<file path="config.mk">
export PLATFORM = sky130hd
export DESIGN_NAME = evt_route_unit
export DESIGN_NICKNAME = d
export VERILOG_FILES = /design/src/rtl/evt_route_pkg.sv /design/src/rtl/evt_pend.sv /design/src/rtl/evt_prio.sv /design/src/rtl/evt_route_unit.sv
export SDC_FILE = /design/constraint.sdc
export NUM_CORES = 1
export LEC_CHECK = 0
export BUFFER_PORTS_ARGS = -buffer_cell sky130_fd_sc_hd__clkbuf_2
export CORE_MARGIN = 2
export CORE_UTILIZATION = 41
export CTS_CLUSTER_SIZE = 20
export DETAILED_ROUTE_END_ITERATION = 8
export PLACE_DENSITY_LB_ADDON = 0.1
export SYNTH_ARGS = -nofsm -noshare
export SYNTH_HDL_FRONTEND = slang
export SYNTH_SLANG_ARGS = --single-unit
</file>
<file path="constraint.sdc">
create_clock -name clk_i -period 2.1 [get_ports clk_i]
set_clock_uncertainty 0.15 [all_clocks]
set_input_delay 0.315 -clock clk_i [delete_from_list [all_inputs] [get_ports clk_i]]
set_output_delay 0.315 -clock clk_i [all_outputs]
set_load 0.1 [all_outputs]
</file>
<file path="src/rtl/evt_route_pkg.sv">
package evt_route_pkg;
  typedef enum logic [1:0] {LYR_USER = 2'd0, LYR_SUP = 2'd1, LYR_HYP = 2'd2, LYR_SEC = 2'd3} layer_e;

  localparam int unsigned N_CHK   = 4;
  localparam int unsigned N_PF    = 2;
  localparam int unsigned N_ARITH = 8;
  localparam int unsigned N_EXC   = N_PF + N_ARITH;
  localparam int unsigned CAUSE_W = 6;

  localparam logic [CAUSE_W-1:0] CAUSE_PF_BASE    = 6'd16;
  localparam logic [CAUSE_W-1:0] CAUSE_ARITH_BASE = 6'd24;
  localparam logic [CAUSE_W-1:0] CAUSE_TRAP       = 6'd32;
  localparam logic [CAUSE_W-1:0] CAUSE_CHK_BASE   = 6'd48;

  localparam logic [1:0] DISP_REPAIR   = 2'd1;
  localparam logic [1:0] DISP_COMPLETE = 2'd2;

  localparam logic RET_REEXEC = 1'b0;
  localparam logic RET_RESUME = 1'b1;

  function automatic layer_e next_layer(input logic [1:0] cur);
    next_layer = (cur == 2'd3) ? LYR_SEC : layer_e'(cur + 2'd1);
  endfunction
endpackage

</file>
<file path="src/rtl/evt_pend.sv">
module evt_pend #(
  parameter int unsigned W = 4
) (
  input  logic         clk_i,
  input  logic         rst_ni,
  input  logic [W-1:0] set_i,
  input  logic [W-1:0] clr_i,
  output logic [W-1:0] pend_o
);
  // a fresh raise wins over a same-edge clear
  always_ff @(posedge clk_i or negedge rst_ni) begin
    if (!rst_ni) pend_o <= '0;
    else         pend_o <= (pend_o & ~clr_i) | set_i;
  end
endmodule

</file>
<file path="src/rtl/evt_prio.sv">
module evt_prio #(
  parameter int unsigned W  = 4,
  localparam int unsigned IW = (W > 1) ? $clog2(W) : 1
) (
  input  logic [W-1:0]  req_i,
  output logic          any_o,
  output logic [IW-1:0] idx_o,
  output logic [W-1:0]  oh_o
);
  always_comb begin
    any_o = 1'b0;
    idx_o = '0;
    oh_o  = '0;
    for (int i = W - 1; i >= 0; i--) begin
      if (req_i[i]) begin
        any_o = 1'b1;
        idx_o = IW'(i);
      end
    end
    if (any_o) oh_o[idx_o] = 1'b1;
  end
endmodule

</file>
<file path="src/rtl/evt_route_unit.sv">
module evt_route_unit
  import evt_route_pkg::*;
#(
  parameter int unsigned ID_W  = 4,
  parameter int unsigned N_IRQ = 8
) (
  input  logic                  clk_i,
  input  logic                  rst_ni,
  input  logic [1:0]            cur_layer_i,
  input  logic [ID_W-1:0]       cur_hv_id_i,
  input  logic [ID_W-1:0]       cur_gos_id_i,
  input  logic [N_CHK-1:0]      chk_raise_i,
  input  logic [N_PF-1:0]       pf_raise_i,
  input  logic [N_ARITH-1:0]    arith_raise_i,
  input  logic [N_ARITH-1:0]    arith_en_i,
  input  logic [2*N_ARITH-1:0]  arith_disp_i,
  input  logic                  trap_req_i,
  input  logic [N_IRQ-1:0]      irq_raise_i,
  input  logic [N_IRQ*ID_W-1:0] irq_hv_id_i,
  input  logic [N_IRQ*ID_W-1:0] irq_gos_id_i,
  output logic                  dsp_valid_o,
  output logic [1:0]            dsp_layer_o,
  output logic [CAUSE_W-1:0]    dsp_cause_o,
  output logic                  dsp_ret_o
);
  localparam int unsigned CHK_IW = $clog2(N_CHK);
  localparam int unsigned EXC_IW = $clog2(N_EXC);
  localparam int unsigned IRQ_IW = (N_IRQ > 1) ? $clog2(N_IRQ) : 1;
  localparam int unsigned AR_IW  = $clog2(N_ARITH);

  logic [N_CHK-1:0] chk_pend, chk_clr, chk_oh;
  logic [N_EXC-1:0] exc_pend, exc_clr, exc_oh, exc_set;
  logic [N_IRQ-1:0] irq_pend, irq_clr, irq_oh, irq_ok, irq_elig;
  logic [0:0]       trap_pend, trap_clr;
  logic             chk_any, exc_any, irq_any;
  logic [CHK_IW-1:0] chk_idx;
  logic [EXC_IW-1:0] exc_idx;
  logic [IRQ_IW-1:0] irq_idx;
  logic [AR_IW-1:0]  ar_idx;
  logic [1:0]        ar_disp;

  logic               win_v, win_ret;
  layer_e             win_layer;
  logic [CAUSE_W-1:0] win_cause;

  // unrecognized arithmetic raises never enter the pending set
  assign exc_set = {arith_raise_i & arith_en_i, pf_raise_i};

  evt_pend #(.W(N_CHK)) u_chk_pend (.clk_i, .rst_ni, .set_i(chk_raise_i), .clr_i(chk_clr), .pend_o(chk_pend));
  evt_pend #(.W(N_EXC)) u_exc_pend (.clk_i, .rst_ni, .set_i(exc_set),     .clr_i(exc_clr), .pend_o(exc_pend));
  evt_pend #(.W(1))     u_trp_pend (.clk_i, .rst_ni, .set_i(trap_req_i),  .clr_i(trap_clr), .pend_o(trap_pend));
  evt_pend #(.W(N_IRQ)) u_irq_pend (.clk_i, .rst_ni, .set_i(irq_raise_i), .clr_i(irq_clr), .pend_o(irq_pend));

  for (genvar g = 0; g < N_IRQ; g++) begin : g_irq_match
    assign irq_ok[g] = (irq_hv_id_i[g*ID_W +: ID_W] == cur_hv_id_i) &&
                       (irq_gos_id_i[g*ID_W +: ID_W] == cur_gos_id_i);
  end
  assign irq_elig = irq_pend & irq_ok;

  evt_prio #(.W(N_CHK)) u_chk_prio (.req_i(chk_pend), .any_o(chk_any), .idx_o(chk_idx), .oh_o(chk_oh));
  evt_prio #(.W(N_EXC)) u_exc_prio (.req_i(exc_pend), .any_o(exc_any), .idx_o(exc_idx), .oh_o(exc_oh));
  evt_prio #(.W(N_IRQ)) u_irq_prio (.req_i(irq_elig), .any_o(irq_any), .idx_o(irq_idx), .oh_o(irq_oh));

  assign ar_idx  = AR_IW'(exc_idx - EXC_IW'(N_PF));
  assign ar_disp = arith_disp_i[{ar_idx, 1'b0} +: 2];

  always_comb begin
    win_v     = 1'b0;
    win_layer = LYR_USER;
    win_cause = '0;
    win_ret   = RET_REEXEC;
    chk_clr   = '0;
    exc_clr   = '0;
    trap_clr  = '0;
    irq_clr   = '0;
    if (chk_any) begin
      win_v     = 1'b1;
      win_layer = LYR_SEC;
      win_cause = CAUSE_CHK_BASE + CAUSE_W'(chk_idx);
      chk_clr   = chk_oh;
    end else if (exc_any) begin
      win_v   = 1'b1;
      exc_clr = exc_oh;
      if (exc_idx < EXC_IW'(N_PF)) begin
        win_layer = (exc_idx == '0) ? LYR_SUP : LYR_HYP;
        win_cause = CAUSE_PF_BASE + CAUSE_W'(exc_idx);
      end else begin
        win_layer = next_layer(cur_layer_i);
        win_cause = CAUSE_ARITH_BASE + CAUSE_W'(ar_idx);
        win_ret   = (ar_disp == DISP_REPAIR) ? RET_REEXEC : RET_RESUME;
      end
    end else if (trap_pend[0]) begin
      win_v     = 1'b1;
      win_layer = next_layer(cur_layer_i);
      win_cause = CAUSE_TRAP;
      win_ret   = RET_RESUME;
      trap_clr  = 1'b1;
    end else if (irq_any) begin
      win_v     = 1'b1;
      win_layer = next_layer(cur_layer_i);
      win_cause = CAUSE_W'(irq_idx);
      irq_clr   = irq_oh;
    end
  end

  always_ff @(posedge clk_i or negedge rst_ni) begin
    if (!rst_ni) begin
      dsp_valid_o <= 1'b0;
      dsp_layer_o <= 2'd0;
      dsp_cause_o <= '0;
      dsp_ret_o   <= 1'b0;
    end else begin
      dsp_valid_o <= win_v;
      dsp_layer_o <= win_layer;
      dsp_cause_o <= win_cause;
      dsp_ret_o   <= win_ret;
    end
  end
endmodule

</file>
# After elaboration in Yosys (flattened, before gate mapping)
# Cells that the tools add are included.
# word_totals
reg_bits	33
input_bits	123
elab_cells	145
# op_classes
add_sub_neg	5
n_eq_ne	18
order_cmp	7
shift	1
n_reduce_logical	12
mux	80
bitwise_logic	14
# op_table
cell	count
$eq A4 B4 Y1	16
$mux W4	11
$mux W1	36
$mux W8	4
$mux W3	9
$and A8 B8 Y8	3
$mux W6	4
$mux W2	11
$mux W10	2
$shiftx A16 B5 Y2	1
$add A5 B3 Y6 const A	2
$logic_and A1 B1 Y1	11
$and A10 B10 Y10	1
$not A10 Y10	1
$or A10 B10 Y10	1
$not A8 Y8	1
$or A8 B8 Y8	1
$add A5 B4 Y6 const A	1
$lt A4 B5 Y1 const B	1
$and A4 B4 Y4	1
$demux W1 S4	1
$ge A4 B1 Y1 const B	1
$logic_not A4 Y1	1
$lt A3 B4 Y1 const B	1
other kinds (15)	15

# Depth between registers and ports, before layout
# depth
word_depth	22
ltp_mapped	8
mapped_depth_nobuf	7

# Cells and area by module
# From an unflattened synthesis, not the netlist that was laid out.
# hier_totals
hier_cells	319
hier_area_um2	2751.4
# modules_own_cells
mod	instances	area_per_inst_um2	cells_per_inst
evt_route_unit	1	1514.0	178
evt_pend at u_exc_pend	1	362.8	30
evt_pend at u_irq_pend	1	290.3	24
evt_prio at u_exc_prio	1	207.7	36
evt_pend at u_chk_pend	1	145.1	12
evt_prio at u_irq_prio	1	145.1	25
evt_prio at u_chk_prio	1	50.0	11
evt_pend at u_trp_pend	1	36.3	3

# Worst setup path before layout
# Ideal clock, no wire load.
# synth_timing
kind	register -> register
from	register u_exc_pend.pend_o[7]
to	register u_irq_pend.pend_o[5]
setup_slack_ns	-0.102
t_required_ns	1.832
stages_incl_launch_ff	8
path_buffers	0
synth_period_minus_slack_ns	2.202
setup_ns	0.118
arrival_time_ns	1.934
path_cell_list	dfrtp_1 or4_4 nor3_4 nand2_2 nor3_4 nand3_2 a211o_1 a21o_1
# synth_between
elab_chain_cells	13
# synth_lines
item	line	rtl
start: declaration	evt_pend.sv:8	output logic [W-1:0] pend_o
start signal: assignment	evt_pend.sv:13	else pend_o <= (pend_o & ~clr_i) | set_i;
$mux W1 (8 in series)	evt_prio.sv:15	if (req_i[i]) begin
$mux W8	evt_route_unit.sv:81	end else if (exc_any) begin
$mux W8	evt_route_unit.sv:76	if (chk_any) begin
$not A8 Y8	evt_pend.sv:13	
$and A8 B8 Y8	evt_pend.sv:13	
$or A8 B8 Y8	evt_pend.sv:13	
end signal: assignment	evt_pend.sv:13	
end: declaration	evt_pend.sv:8	
# Every way passes these cells.

# Final worst setup path
# layout_timing
from	register u_exc_pend.pend_o[6]
to	register dsp_layer_o[1]
# layout_between
elab_chain_cells	12
word_cells_on_any_way	20
# layout_lines
item	line	rtl
branches (longest 10 deep; another with $lt A4 B2 Y1)	n/a	
$mux W2 *	evt_route_unit.sv:81	
$mux W2 *	evt_route_unit.sv:76	
net win_layer[1]	evt_route_unit.sv:43	layer_e win_layer;
end signal: assignment	evt_route_unit.sv:114	dsp_layer_o <= win_layer;
end: declaration	evt_route_unit.sv:22	output logic [1:0] dsp_layer_o,
# Mark *: on every way through the listed nets, which the timed path passes.

==> metrics.md <==
| Metric | Value |
|---|---|
| Switching pwr | `0.4183 mW` |
| CTS buffer count | `5` |
| Overall power | `1.533 mW` |
| Mapped Nets | `406` |
| Final Util | `0.6525` |
| Initial Util | `0.4275` |
| Post-synthesis mux area share | `0.01720` |
| Max clock buf depth | `2` |
| Share of layout cells above drive strength 1 | `0.4979` |
| Fillers | `539` |
| DP HPWL | `6.403 mm` |
| Failing checks | `negative setup slack` |
| Die area | `6857 sq um` |
| Post-synth EDFFs | `0` |
| Multi-input logic area | `1714 sq um` |
| Synth Area in Compound Gates | `0.1641` |
| Seq cells post-synth | `33` |
| Leakage power | `1.788 nW` |
| Largest family of logic cells by synthesized area | `simple AND/OR/NAND/NOR gates` |
| Clock-pin slew of the registers on the worst-case setup and hold paths | `0.06 ns` |
| Post-Syn Instances | `283` |
| Fin crit period | `2.229 ns` |
| Remaining DRCs | `0` |
| Rows | `28` |
| Top cell type's share of synthesized area | `0.3243` |
| Worst slew pin tran | `0.5963 ns` |
| Seq/Total Area, Yosys | `0.3243` |
| Setup ws final | `-0.1290 ns` |
| GP Congestion | `0.9054` |
| GRT overflow | `0` |
| First-pass GRT wire length | `around 13 mm` |
| Core Box Area | `5956 sq um` |
| Synth Area in XOR/XNOR | `0.2201` |
| Combinational share of power | `0.261` |
| Fmax | `448.6 MHz` |
| Most area-hungry cell type in the Yosys netlist | `dfrtp_1` |
| Crit path DAT | `2.23 ns` |
| Clk Latency, worst-skew pair | `approximately 0.29 ns` |
| Vias per cell | `5.027` |
| Post-synthesis adder-cell area fraction | `0` |
| Antenna violations before repair | `0` |
| Post-placement cell count | `534` |
| Wirelength per Cell | `13.80 um` |
| Pwr Density | `394.5 nW/um^2` |
| Total internal power | `1.115 mW` |
| Total GRT Usage | `0.2243` |
| Hold Crit Class | `in -> reg` |
| Area growth, synth to finish | `52.63%` |
| Pre-antenna DRT Iters | `4` |
| Crit. End Element | `flop` |
| Input/output buffers | `132` |
| Initial drt markers | `126` |
| CTS tree | `done` |
| Final Hold Fails | `0` |
| Peak supply drop | `0.4135 mV` |
| Antenna viol nets, final | `0` |
| Die Span X | `82.81 um` |
| Sequential fraction of design power | `0.422` |
| Synth Cell Area | `2546 sq um` |
| DP Worst Slack | `-0.3086 ns` |
| Hold depth | `2` |
| Clk sinks | `33` |
| Root Buffer | `clkbuf_8` |
| Slew headroom | `0.6025` |
| Final Slew Violations | `0` |
| Reg2reg path depth | `7` |
| Die height | `82.81 um` |
| Most frequent cells after synthesis | `xnor2_1 (57), dfrtp_1 (33), nand2_1 (27)` |
| Status | `finished with violations` |
| Largest net degree at the start of global routing | `24` |
| Number of max-cap violations | `0` |
| IO Pins | `~130` |
| Critical Path Source Type | `flop` |
| Synth area leaders | `dfrtp_1 (32%), xnor2_1 (20%), nand2_1 (4.0%)` |
| Avg Cell Area, Syn | `8.997 sq um` |
| Count leader, synth | `xnor2_1` |
| Most common flop cell mapped by yosys | `dfrtp_1` |
| Endpoints failing setup | `14` |
| Yosys warns | `0` |
| Post-synthesis cell type count | `53` |
| Clock network fraction of design power | `0.317` |
| Sw Ratio | `0.2729` |
| Worst-path fanout max | `4` |
| Vias | `2760` |
| Post-Synth Simple-Gate Area | `0.2369` |
| WP data required | `about 2.1 ns` |
| Fin cells | `between 500 and 600` |
| Nets@finish | `roughly 600` |
| Inserted Diodes | `0` |
| Final period util | `1.061` |
| H-Tree Depth | `2` |
| Asr flop ratio synth | `1.000` |
| Kind of critical path | `reg -> reg` |
| Number of global-route vias before repair | `between 2000 and 3000` |
| Total wire length | `7.575 mm` |
| Post-route setup TNS | `-0.9612 ns` |
| Reg area | `827.0 sq um` |
| Unrepaired setup endpoints after global routing | `yes` |
==> layer usage <==
metal	vias to the layer above	global-route usage	share of wire
met5	-	0	0
met4	0	0.03577	0.0061
met3	5	0.04274	0.055
met2	82	0.3556	0.46
met1	1285	0.3247	0.48
li1	1388	-	-
==> registers in the layout, summed over array words and instances, names as in the netlist <==
signal             flops
dsp_cause_o            6
dsp_valid_o            1
u_exc_pend.pend_o     10
u_trp_pend.pend_o      1
u_irq_pend.pend_o      8
dsp_ret_o              1
dsp_layer_o            2
u_chk_pend.pend_o      4
==> cells in the final DEF, fill, tap and decap left out, types with 4 or more instances in the layout <==
cell / count
clkbuf_2: 131
buf_4: 59
xnor2_1: 55
dfrtp_1: 32
nand2_1: 24
nand3_1: 16
nor2_1: 12
nand4_1: 11
a21o_1: 11
nor3_1: 9
xor2_1: 7
o21ai_0: 7
a21oi_1: 6
clkbuf_8: 6
inv_1: 5
nor4_1: 4
or3_2: 4
nand2_2: 4
==> what timing repair did <==
item / in CTS / in global routing
hold buffers: 2 / 0
resized for setup: 3 / 22
buffers inserted: 4 / 3
endpoints found under the hold margin: 22 / 0
endpoints found under the setup margin: 13 / 16
pin swaps: 3 / 10
==> critical path, stage by stage (launching register included) <==
cell and delay, ns:
dfrtp_1 0.42, or4_4 0.56, nor3_4 0.17, nand2_2 0.10, buf_4 0.16, nor4_1 0.30
buf_4 0.18, o31ai_1 0.07
==> metrics by stage <==
stage / hold slack [ns] / cell area, sq um
final: 0.06007 / 3886
after floorplan: -0.1306 / 2552
after global routing: 0.07175 / 3886
after CTS: 0.05869 / 3782
after global placement: 0.1822 / 3643
after detailed placement: 0.1986 / 3643
==> path summary, 6_finish.rpt <==
check,start,endpoint,slack [ns]
worst max-delay path,u_exc_pend.pend_o[6],dsp_layer_o[1],-0.13
min in group asynchronous,rst_ni,dsp_valid_o,0.41
max in group asynchronous,rst_ni,u_exc_pend.pend_o[4],0.84
worst min-delay path,irq_raise_i[0],u_irq_pend.pend_o[0],0.06
worst max register to register,u_exc_pend.pend_o[6],dsp_layer_o[1],-0.13
worst min register to register,u_irq_pend.pend_o[0],u_irq_pend.pend_o[0],0.34
==> cells by family after synthesis <==
kind of cell / count (synthesis)
AOI/OAI and AO/OA: 57
buffers and inverters: 16
DFF: 33
muxes: 4
and+or+nand+nor: 109
xor gates and xnor gates: 64
==> power by group through the flow <==
| stage | clock, mW | sequential, mW | combinational, mW |
|---|---|---|---|
| final | 0.486 | 0.646 | 0.401 |
| after global placement | 0 | 0.658 | 0.384 |
| after detailed placement | 0 | 0.658 | 0.391 |
| after CTS | 0.497 | 0.646 | 0.397 |
| after global routing | 0.529 | 0.647 | 0.441 |
| after floorplan | 0 | 0.676 | 0.189 |
==> final cells by class <==
class                   instances  share of cell area
multi-input cells             234              0.4411
repair buffers                195              0.2949
clock buffers                   7             0.02222
flip-flops and latches         33              0.2128
well taps                      75             0.02415
inverters                       5            0.004829
(Power assumes the default switching activity.)
